==> src/rtl/wdog_pkg.sv <==
package wdog_pkg;
  localparam int MODE_W = 2;

  typedef enum logic [1:0] {
    ST_IDLE = 2'd0,
    ST_IRQ  = 2'd1,
    ST_NMI  = 2'd2,
    ST_RST  = 2'd3
  } wd_stage_e;
endpackage

==> src/rtl/wdog_prescale.sv <==
module wdog_prescale #(
  parameter int PRE_W = 8
) (
  input  logic clk,
  input  logic rst,
  input  logic run,
  input  logic restart,
  output logic tick
);
  localparam logic [PRE_W-1:0] PRE_MAX = {PRE_W{1'b1}};

  logic [PRE_W-1:0] cnt;

  assign tick = run && !restart && (cnt == PRE_MAX);

  always_ff @(posedge clk) begin
    if (rst || restart || !run) begin
      cnt <= '0;
    end else begin
      cnt <= cnt + 1'b1;
    end
  end
endmodule

==> src/rtl/wdog_downcount.sv <==
module wdog_downcount #(
  parameter int LEN_W = 16,
  parameter int LOW_W = 8
) (
  input  logic             clk,
  input  logic             rst,
  input  logic             load,
  input  logic [LEN_W-1:0] len,
  input  logic             tick,
  output logic             expire
);
  localparam int CNT_W = LEN_W + LOW_W;
  localparam logic [LOW_W-1:0] LOW_ONES = {LOW_W{1'b1}};

  logic [CNT_W-1:0] cnt;

  assign expire = tick && !load && (cnt == '0);

  always_ff @(posedge clk) begin
    if (rst) begin
      cnt <= '0;
    end else if (load || expire) begin
      cnt <= {len, LOW_ONES};
    end else if (tick) begin
      cnt <= cnt - 1'b1;
    end
  end
endmodule

==> src/rtl/wdog_stage.sv <==
module wdog_stage
  import wdog_pkg::*;
(
  input  logic              clk,
  input  logic              rst,
  input  logic              clear,
  input  logic              expire,
  input  logic [MODE_W-1:0] mode,
  output wd_stage_e         stage,
  output logic              irq,
  output logic              nmi,
  output logic              srst
);
  wd_stage_e stage_nx;
  logic      enter_rst;

  always_comb begin
    stage_nx  = stage;
    enter_rst = 1'b0;
    if (clear) begin
      stage_nx = ST_IDLE;
    end else if (expire && (MODE_W'(stage) < mode)) begin
      stage_nx  = wd_stage_e'(MODE_W'(stage) + 1'b1);
      enter_rst = (stage == ST_NMI);
    end
  end

  always_ff @(posedge clk) begin
    if (rst) begin
      stage <= ST_IDLE;
      irq   <= 1'b0;
      nmi   <= 1'b0;
      srst  <= 1'b0;
    end else begin
      stage <= stage_nx;
      irq   <= (stage_nx != ST_IDLE);
      nmi   <= (stage_nx == ST_NMI) || (stage_nx == ST_RST);
      srst  <= enter_rst;
    end
  end
endmodule

==> src/rtl/wdog_core.sv <==
module wdog_core
  import wdog_pkg::*;
#(
  parameter int LEN_W = 16,
  parameter int LOW_W = 8,
  parameter int PRE_W = 8
) (
  input  logic              clk,
  input  logic              rst,
  input  logic              cfg_we,
  input  logic [LEN_W-1:0]  cfg_len,
  input  logic [MODE_W-1:0] cfg_mode,
  input  logic              poke,
  output logic [1:0]        state,
  output logic              irq,
  output logic              nmi,
  output logic              srst
);
  logic [LEN_W-1:0]  len_q;
  logic [MODE_W-1:0] mode_q;
  logic              enabled;
  logic              restart;
  logic              tick;
  logic              expire;
  logic [LEN_W-1:0]  load_len;
  wd_stage_e         stage;

  assign enabled  = (mode_q != '0);
  assign restart  = cfg_we || (poke && enabled);
  assign load_len = cfg_we ? cfg_len : len_q;

  always_ff @(posedge clk) begin
    if (rst) begin
      len_q  <= '0;
      mode_q <= '0;
    end else if (cfg_we) begin
      len_q  <= cfg_len;
      mode_q <= cfg_mode;
    end
  end

  wdog_prescale #(.PRE_W(PRE_W)) u_pre (
    .clk     (clk),
    .rst     (rst),
    .run     (enabled),
    .restart (restart),
    .tick    (tick)
  );

  wdog_downcount #(.LEN_W(LEN_W), .LOW_W(LOW_W)) u_cnt (
    .clk    (clk),
    .rst    (rst),
    .load   (restart),
    .len    (load_len),
    .tick   (tick),
    .expire (expire)
  );

  wdog_stage u_stg (
    .clk    (clk),
    .rst    (rst),
    .clear  (restart || !enabled),
    .expire (expire),
    .mode   (mode_q),
    .stage  (stage),
    .irq    (irq),
    .nmi    (nmi),
    .srst   (srst)
  );

  assign state = 2'(stage);
endmodule

==> src/rtl/wdog_escalate.sv <==
module wdog_escalate
  import wdog_pkg::*;
#(
  parameter int N_CORES = 4,
  parameter int LEN_W   = 16,
  parameter int LOW_W   = 8,
  parameter int PRE_W   = 8
) (
  input  logic                       clk,
  input  logic                       rst,
  input  logic [N_CORES-1:0]         cfg_we,
  input  logic [N_CORES*LEN_W-1:0]   cfg_len,
  input  logic [N_CORES*MODE_W-1:0]  cfg_mode,
  input  logic [N_CORES-1:0]         poke,
  output logic [N_CORES*2-1:0]       wd_state,
  output logic [N_CORES-1:0]         wd_irq,
  output logic [N_CORES-1:0]         wd_nmi,
  output logic [N_CORES-1:0]         wd_srst
);
  for (genvar c = 0; c < N_CORES; c++) begin : g_core
    wdog_core #(.LEN_W(LEN_W), .LOW_W(LOW_W), .PRE_W(PRE_W)) u_core (
      .clk      (clk),
      .rst      (rst),
      .cfg_we   (cfg_we[c]),
      .cfg_len  (cfg_len[c*LEN_W +: LEN_W]),
      .cfg_mode (cfg_mode[c*MODE_W +: MODE_W]),
      .poke     (poke[c]),
      .state    (wd_state[c*2 +: 2]),
      .irq      (wd_irq[c]),
      .nmi      (wd_nmi[c]),
      .srst     (wd_srst[c])
    );
  end
endmodule

==> config.mk <==
export PLATFORM = sky130hd
export DESIGN_NAME = wdog_escalate
export DESIGN_NICKNAME = d
export VERILOG_FILES = /design/src/rtl/wdog_pkg.sv /design/src/rtl/wdog_prescale.sv /design/src/rtl/wdog_downcount.sv /design/src/rtl/wdog_stage.sv /design/src/rtl/wdog_core.sv /design/src/rtl/wdog_escalate.sv
export SDC_FILE = /design/constraint.sdc
export NUM_CORES = 1
export LEC_CHECK = 0
export BUFFER_PORTS_ARGS = -buffer_cell sky130_fd_sc_hd__buf_2
export CAP_MARGIN = 20
export CORE_MARGIN = 10
export CORE_UTILIZATION = 64
export CTS_CLUSTER_DIAMETER = 120
export CTS_CLUSTER_SIZE = 16
export DETAILED_ROUTE_END_ITERATION = 8
export PLACE_DENSITY = 0.85
export SLEW_MARGIN = 20
export SYNTH_ARGS = -nofsm -noshare
export SYNTH_HDL_FRONTEND = slang
export SYNTH_HIERARCHICAL = 1
export SYNTH_SLANG_ARGS = --single-unit
==> constraint.sdc <==
create_clock -name clk -period 4.28 [get_ports clk]
set_input_delay 0.856 -clock clk [delete_from_list [all_inputs] [get_ports clk]]
set_output_delay 0.856 -clock clk [all_outputs]
set_load 0.03 [all_outputs]
==> flow_metrics.py, run 1 <==
metrics = {
    "die": {
        "die_x_um": 150,
        "die_h_um": 150,
        "initial_core_util": 0.651,
        "pin_count": 102,
        "rows": 47,
        "coreArea_um2": 16500,
        "die_area_um2": 22400,
    },
    "cells_and_area": {
        "final_nets": 1275,
        "register_area_um2": 4400,
        "final_cell_area_um2": 11900,
        "multi_input_area_um2": 6040,
        "n_fill_cell": 1236,
        "diodes": 0,
        "synthToLayoutAreaGrowth_pct": 10.3,
        "final_core_util": 0.717,
        "drive_gt1_frac": 0.235,
    },
    "clock_tree": {
        "clock_path_buffers": 3,
        "cts_resized": 0,
        "cts_tree": "yes",
        "clk_pin_slew_ps": 70,
        "clk_latency_ps": 480,
        "h-tree-depth": 1,
        "numCtsBuffers": 17,
        "cts_hold_buf": 0,
        "root_buffer": "clkbuf_16",
        "post_cts_buffers": 0,
        "clock-sinks": 220,
    },
    "pwr": {
        "p_leak_uw": 0.00443,
        "ir_drop_v": 0.000319,
        "power.density_nw_per_um2": 364,
    },
    "detailed_routing": {
        "vias_per_cell": 5.77,
        "drc_errors": 0,
        "vias": 8028,
        "drtIter0Drc": 369,
        "dr.pass1.iters": 5,
        "totalWireLength_um": 22200,
        "ant_nets": 0,
        "wl_per_cell_um": 15.9,
    },
    "yosys": {
        "synth_most_common_cell": "dfxtp_1",
        "synth.largest_area_cell": "dfxtp_1",
        "netlist_instances": 1088,
        "synth_edf_count": 0,
        "syn-num-nets": 1190,
        "yosys_warnings": 6,
        "ys_ff_latch": 220,
        "synthTopCellsByArea": "dfxtp_1 (41%), mux2_4 (8.9%), xnor2_1 (4.6%)",
        "syn_avg_cell_area_um2": 9.88,
        "synth_ff_type": "dfxtp_1",
        "ys_types": 51,
        "yosysSeqAreaShare": 0.410,
        "synthesis.area_um2": 10800,
        "async_flop_share": 0,
        "synth_top_area_share": 0.410,
        "synthTopCellsByCount": "dfxtp_1 (220), nor2_1 (124), nor2b_1 (68)",
    },
    "placed_design": {
        "place_area_um2": 11400,
        "gp_congestion": 0.865,
        "pre_cts_ws_ps": 421,
        "dp_hpwl_um": 15600,
        "port_buffers": 101,
    },
    "worst_setup_path": {
        "worstPathCellList": "or2_2 -> a21o_1 -> nand4b_1 -> nor3_1 -> nor4b_2 -> nand4_1 -> nor3_1 -> xnor2_1 -> a211oi_1",
        "slowest_stage": "nor4b_2",
        "ff2ff_path_depth": 9,
        "regToRegSetupSlack_ps": 780,
        "rr_endpoint": "g_core[0].u_core/u_cnt/cnt[15]$_SDFFE_PP0P_",
        "crit_arrival_ps": 3880,
        "crit_type": "reg -> reg",
        "crit_top_cell": "nor3_1",
        "cp.required_ps": 4660,
        "critPathMaxStageDelay_ps": 650,
        "cp-start-kind": "register",
        "end_kind": "register",
        "reg2reg_from": "g_core[0].u_core/mode_q[0]$_SDFFE_PP0P_",
        "crit_fanout": 7,
    },
    "timing": {
        "fmax_mhz": 286,
        "setup_tns_ps": 0,
        "fin_ws_ps": 784,
        "hold_violations": 0,
        "clock_skew_ps": 9.36,
        "drv_slew": 0,
        "rsz0062_at_grt": "false",
        "slew_headroom": 0.407,
        "post-route-period-util": 0.817,
        "final-setup-viol-count": 0,
        "tightest_slew_ps": 882,
        "period_needed_ps": 3500,
    },
    "status": {
        "outcome": "completed",
    },
    "global_route": {
        "grt_pass1_vias": 7824,
        "grt_max_degree": 62,
        "antenna_found_initial": 0,
        "grt_overflow": 0,
        "grt_pass1_wl_um": 37400,
        "grt_usage": 0.194,
    },
    "hold_path": {
        "whs_path_depth": 1,
        "worstHoldStart": "g_core[3].u_core/u_pre/cnt[0]$_SDFF_PP0_",
        "hold_class": "reg -> reg",
        "hold_end": "g_core[3].u_core/u_pre/cnt[0]$_SDFF_PP0_",
    },
    "run": {
        "drv_cap": 0,
    },
}
==> critical path, delay by kind of cell (launching register included) <==
| kind | cells | cell delay (ps) |
|---|---|---|
| AO/OA/AOI/OAI | 2 | 510 |
| XOR/XNOR | 1 | 90 |
| flip-flops | 1 | 360 |
| AND/OR/NAND/NOR | 6 | 2430 |
==> how the worst max path moves through the flow <==
stage                                                        from  slack [ps]                                     endpoint
after floorplan                                         cfg_we[0]        1080  g_core[0].u_core/u_cnt/cnt[11]$_SDFFE_PP0P_
after global placement                                  cfg_we[1]         550  g_core[1].u_core/u_cnt/cnt[14]$_SDFFE_PP0P_
after detailed placement                                cfg_we[1]         420   g_core[1].u_core/u_cnt/cnt[8]$_SDFFE_PP0P_
after CTS                 g_core[3].u_core/mode_q[0]$_SDFFE_PP0P_         800  g_core[3].u_core/u_cnt/cnt[15]$_SDFFE_PP0P_
after global routing      g_core[0].u_core/mode_q[0]$_SDFFE_PP0P_         390  g_core[0].u_core/u_cnt/cnt[15]$_SDFFE_PP0P_
final                     g_core[0].u_core/mode_q[0]$_SDFFE_PP0P_         780  g_core[0].u_core/u_cnt/cnt[15]$_SDFFE_PP0P_
==> per-stage QoR <==
step           std cells  total power, µW  hold WS (ps)
6_report            1392             4320           463
2_1_floorplan       1088             2750           429
4_1_cts             1392             4350           466
3_3_place_gp        1374             2880           438
3_5_place_dp        1374             2900           450
5_1_grt             1392             4500           475
==> report_power, final <==
group | switching [µW] | internal [µW]
Clock | 684 | 767
Sequential | 108 | 2160
Combinational | 296 | 296
Total | 1090 | 3230
==> sequential cells by signal, indices dropped and copies added, names as in the netlist <==
signal                     cells
g_core.u_core/len_q           64
g_core.u_core/mode_q           8
g_core.u_core/u_cnt/cnt       96
g_core.u_core/u_pre/cnt       32
g_core.u_core/u_stg/irq        4
g_core.u_core/u_stg/nmi        4
g_core.u_core/u_stg/srst       4
g_core.u_core/u_stg/stage      8
==> cells by family after synthesis <==
group | count (synthesis) | share of synthesized area
buf+inv | 64 | 0.0312
simple gates | 456 | 0.253
mux | 76 | 0.101
compound gates | 164 | 0.111
flops | 220 | 0.410
xor+xnor | 88 | 0.0717
fa+ha+maj | 20 | 0.0233
==> per-layer routing <==
layer,vias to the layer above,part of all wire,track usage
li1,4064,-,-
met1,3780,0.46,0.251
met2,153,0.48,0.328
met3,31,0.042,0.0350
met4,0,0.020,0.0486
met5,-,0,0
==> final cells by class <==
class | instances | share of cell area
multi-input cells | 804 | 0.510
flip-flops and latches | 220 | 0.372
repair buffers | 114 | 0.0521
clock buffers | 17 | 0.0359
well taps | 220 | 0.0232
inverters | 16 | 0.00507
clock inverters | 1 | 0.00253
==> placed cells by master (no fill, tap or decap), types with 8 or more instances in the layout <==
cell,netlist,layout
buf_4,0,13
buf_2,4,100
nand3_1,16,16
nand2_1,52,52
nor4_1,20,20
inv_1,16,16
xnor2_1,56,56
nor2_1,124,124
o221a_2,8,8
a311oi_1,8,8
o311a_1,8,8
dfxtp_1,220,220
nand3b_1,8,8
clkbuf_16,0,17
or3_1,32,32
nor3_2,8,8
o21ai_0,24,24
a21oi_1,40,40
a211oi_1,48,48
nor3_1,32,32
mux2_4,64,64
nor2b_1,68,68
nand2b_1,8,8
xor2_1,32,32
nand4_1,12,12
ha_1,20,20
or4_4,12,12
mux2i_1,12,12
Note: power is estimated with default switching activity, not from simulation.
==> run 2: changes to the inputs <==
ABC_AREA = 1   (was default)
CORE_UTILIZATION = 61   (was 64)
PLACE_DENSITY = 0.81   (was 0.85)
clock period = 3.3 ns   (was 4.28 ns; I/O delays follow)
==> flow_metrics.py, run 2 <==
metrics = {
    "worst_setup_path": {
        "ff2ff_path_depth": 16,
        "cp.required_ps": 3690,
        "cp-start-kind": "register",
        "rr_endpoint": "g_core[2].u_core/u_cnt/cnt[11]$_SDFFE_PP0P_",
        "crit_fanout": 18,
        "crit_start": "g_core[2].u_core/mode_q[0]$_SDFFE_PP0P_",
        "end_kind": "register",
        "reg2reg_from": "g_core[2].u_core/mode_q[0]$_SDFFE_PP0P_",
        "crit_type": "reg -> reg",
        "regToRegSetupSlack_ps": 820,
        "cp-endpoint": "g_core[2].u_core/u_cnt/cnt[11]$_SDFFE_PP0P_",
        "crit_arrival_ps": 2870,
    },
    "placed_design": {
        "port_buffers": 101,
        "dp_hpwl_um": 22100,
        "gp_congestion": 0.966,
        "pre_cts_ws_ps": 450,
    },
    "cells_and_area": {
        "final_common_cell": "nand2_1",
        "largest_register_ffs": 96,
        "final_core_util": 0.658,
        "synthToLayoutAreaGrowth_pct": 6.97,
        "drive_gt1_frac": 0.229,
        "diodes": 0,
        "final_nets": 2287,
        "top_regs": "g_core.u_core/u_cnt/cnt (96), g_core.u_core/len_q (64), g_core.u_core/u_pre/cnt (32)",
        "top_register": "g_core.u_core/u_cnt/cnt",
        "final_cell_mix": "nand2_1 (436), inv_1 (396), nor2_1 (272)",
    },
    "run": {
        "drv_cap": 0,
    },
    "die": {
        "coreArea_um2": 22500,
        "pin_count": 102,
        "die_x_um": 171,
        "initial_core_util": 0.615,
        "die_h_um": 171,
        "die_area_um2": 29100,
        "rows": 55,
    },
    "timing": {
        "post-route-period-util": 0.752,
        "period_needed_ps": 2480,
        "clock_skew_ps": 12.2,
        "final-setup-viol-count": 0,
        "fmax_mhz": 403,
        "slew_headroom": 0.603,
        "hold_violations": 0,
        "fin_ws_ps": 817,
        "whs_ps": 398,
        "setup_tns_ps": 0,
        "tightest_slew_ps": 596,
        "drv_slew": 0,
        "rsz0062_at_grt": "false",
    },
    "yosys": {
        "synth_top_area_share": 0.318,
        "ys_ff_latch": 220,
        "synth_ff_type": "dfxtp_1",
        "yosysSeqAreaShare": 0.318,
        "synth_most_common_cell": "nand2_1",
        "yosys_warnings": 6,
        "syn-num-nets": 2206,
        "synthTopCellsByCount": "nand2_1 (436), inv_1 (396), nor2_1 (272)",
        "async_flop_share": 0,
        "syn_avg_cell_area_um2": 6.58,
        "ys_types": 32,
        "synthesis.area_um2": 13800,
        "netlist_instances": 2104,
        "synthTopCellsByArea": "dfxtp_1 (32%), nand2_1 (12%), inv_1 (11%)",
        "synth_edf_count": 0,
        "synth.largest_area_cell": "dfxtp_1",
    },
    "detailed_routing": {
        "wl_per_cell_um": 11.9,
        "vias": 12200,
        "drc_errors": 0,
        "dr.pass1.iters": 5,
        "totalWireLength_um": 29500,
        "drtIter0Drc": 851,
        "vias_per_cell": 4.95,
        "ant_nets": 0,
    },
    "clock_tree": {
        "root_buffer": "clkbuf_16",
        "clk_pin_slew_ps": 70,
        "h-tree-depth": 1,
        "cts_hold_buf": 0,
        "cts_resized": 0,
        "cts_tree": "yes",
        "clock-sinks": 220,
        "numCtsBuffers": 17,
        "clock_path_buffers": 3,
        "clk_latency_ps": 490,
        "post_cts_buffers": 0,
    },
    "global_route": {
        "antenna_found_initial": 0,
        "grt_overflow": 0,
        "grt_pass1_wl_um": 51300,
        "grt_max_degree": 52,
        "grt_pass1_vias": 11700,
        "grt_usage": 0.203,
    },
    "pwr": {
        "ir_drop_v": 0.000425,
        "p_leak_uw": 0.00751,
        "power.density_nw_per_um2": 416,
    },
    "status": {
        "outcome": "completed",
    },
    "hold_path": {
        "hold_class": "in -> reg",
    },
}
-- run 2: cell types whose count changed after synthesis, moves of 32 or more --
cell      change
nand2_1     +384
nor2b_1      -68
a211oi_1     -48
nor2_2      +132
inv_1       +380
mux2_4       -64
o21ai_0      +32
xnor2_1      -48
nor2_1      +148
a21oi_1      +32
nand3_1      +72
or3_1        -32
nand2_2     +140
-- run 2: metrics by stage --
| step | instances | area (µm²) | total power (µW) |
|---|---|---|---|
| 2_1_floorplan | 2104 | 13800 | 4050 |
| 6_report | 2470 | 14800 | 6160 |
| 3_5_place_dp | 2451 | 14300 | 4280 |
| 4_1_cts | 2470 | 14800 | 6230 |
| 3_3_place_gp | 2451 | 14300 | 4250 |
| 5_1_grt | 2470 | 14800 | 6530 |
-- run 2: how the worst min path moves through the flow --
stage,to,from,cells past startpoint
finish,g_core[1].u_core/mode_q[1]$_SDFFE_PP0P_,cfg_mode[3],3
global route,g_core[1].u_core/mode_q[1]$_SDFFE_PP0P_,cfg_mode[3],3
CTS,g_core[1].u_core/mode_q[1]$_SDFFE_PP0P_,cfg_mode[3],3
detailed placement,g_core[2].u_core/u_pre/cnt[4]$_SDFF_PP0_,g_core[2].u_core/u_pre/cnt[4]$_SDFF_PP0_,2
global placement,g_core[0].u_core/u_pre/cnt[4]$_SDFF_PP0_,g_core[0].u_core/u_pre/cnt[4]$_SDFF_PP0_,2
floorplan,g_core[0].u_core/u_pre/cnt[4]$_SDFF_PP0_,g_core[0].u_core/u_pre/cnt[4]$_SDFF_PP0_,2
-- run 2: cell families after synthesis --
kind of cell,after synthesis,synth area share
xor+xnor,36,0.0228
compound gates,176,0.0687
flops,220,0.318
fa+ha+maj,20,0.0181
buf+inv,472,0.150
simple gates,1180,0.422
-- run 2: layout make-up --
| class | instances | area [µm²] |
|---|---|---|
| Clock buffer | 17 | 425 |
| Clock inverter | 2 | 38.8 |
| Fill cell | 2056 | 7690 |
| Inverter | 420 | 1590 |
| Multi-Input combinational cell | 1412 | 7360 |
| Sequential cell | 220 | 4400 |
| Tap cell | 285 | 357 |
| Timing Repair Buffer | 114 | 634 |
-- run 2: where the power goes --
| part | internal, µW | switching, µW |
|---|---|---|
| sequential | 2820 | 152 |
| combinational | 440 | 824 |
| clock | 1000 | 926 |
| total | 4260 | 1900 |
-- run 2: layer usage --
| metal | vias to the layer above | routed length, µm | track usage |
|---|---|---|---|
| met2 | 223 | 13900 | 0.350 |
| li1 | 6455 | - | - |
| met5 | - | 0 | 0 |
| met4 | 0 | 471 | 0.0507 |
| met1 | 5510 | 13800 | 0.259 |
| met3 | 35 | 1320 | 0.0288 |
-- run 2: worst max-delay path: stages, from the launching register on --
cell and delay [ps]:
dfxtp_1 400, nor2_1 80, o21ai_0 440, inv_1 110, nand3_1 90, nor2_1 80
buf_4 170, nand3_1 80, nor2_1 40, nand2_1 70, nor2_2 60, nor2_4 340
nand2_1 110, o21ai_0 120, nand2_1 80, nand2_1 60, inv_1 40
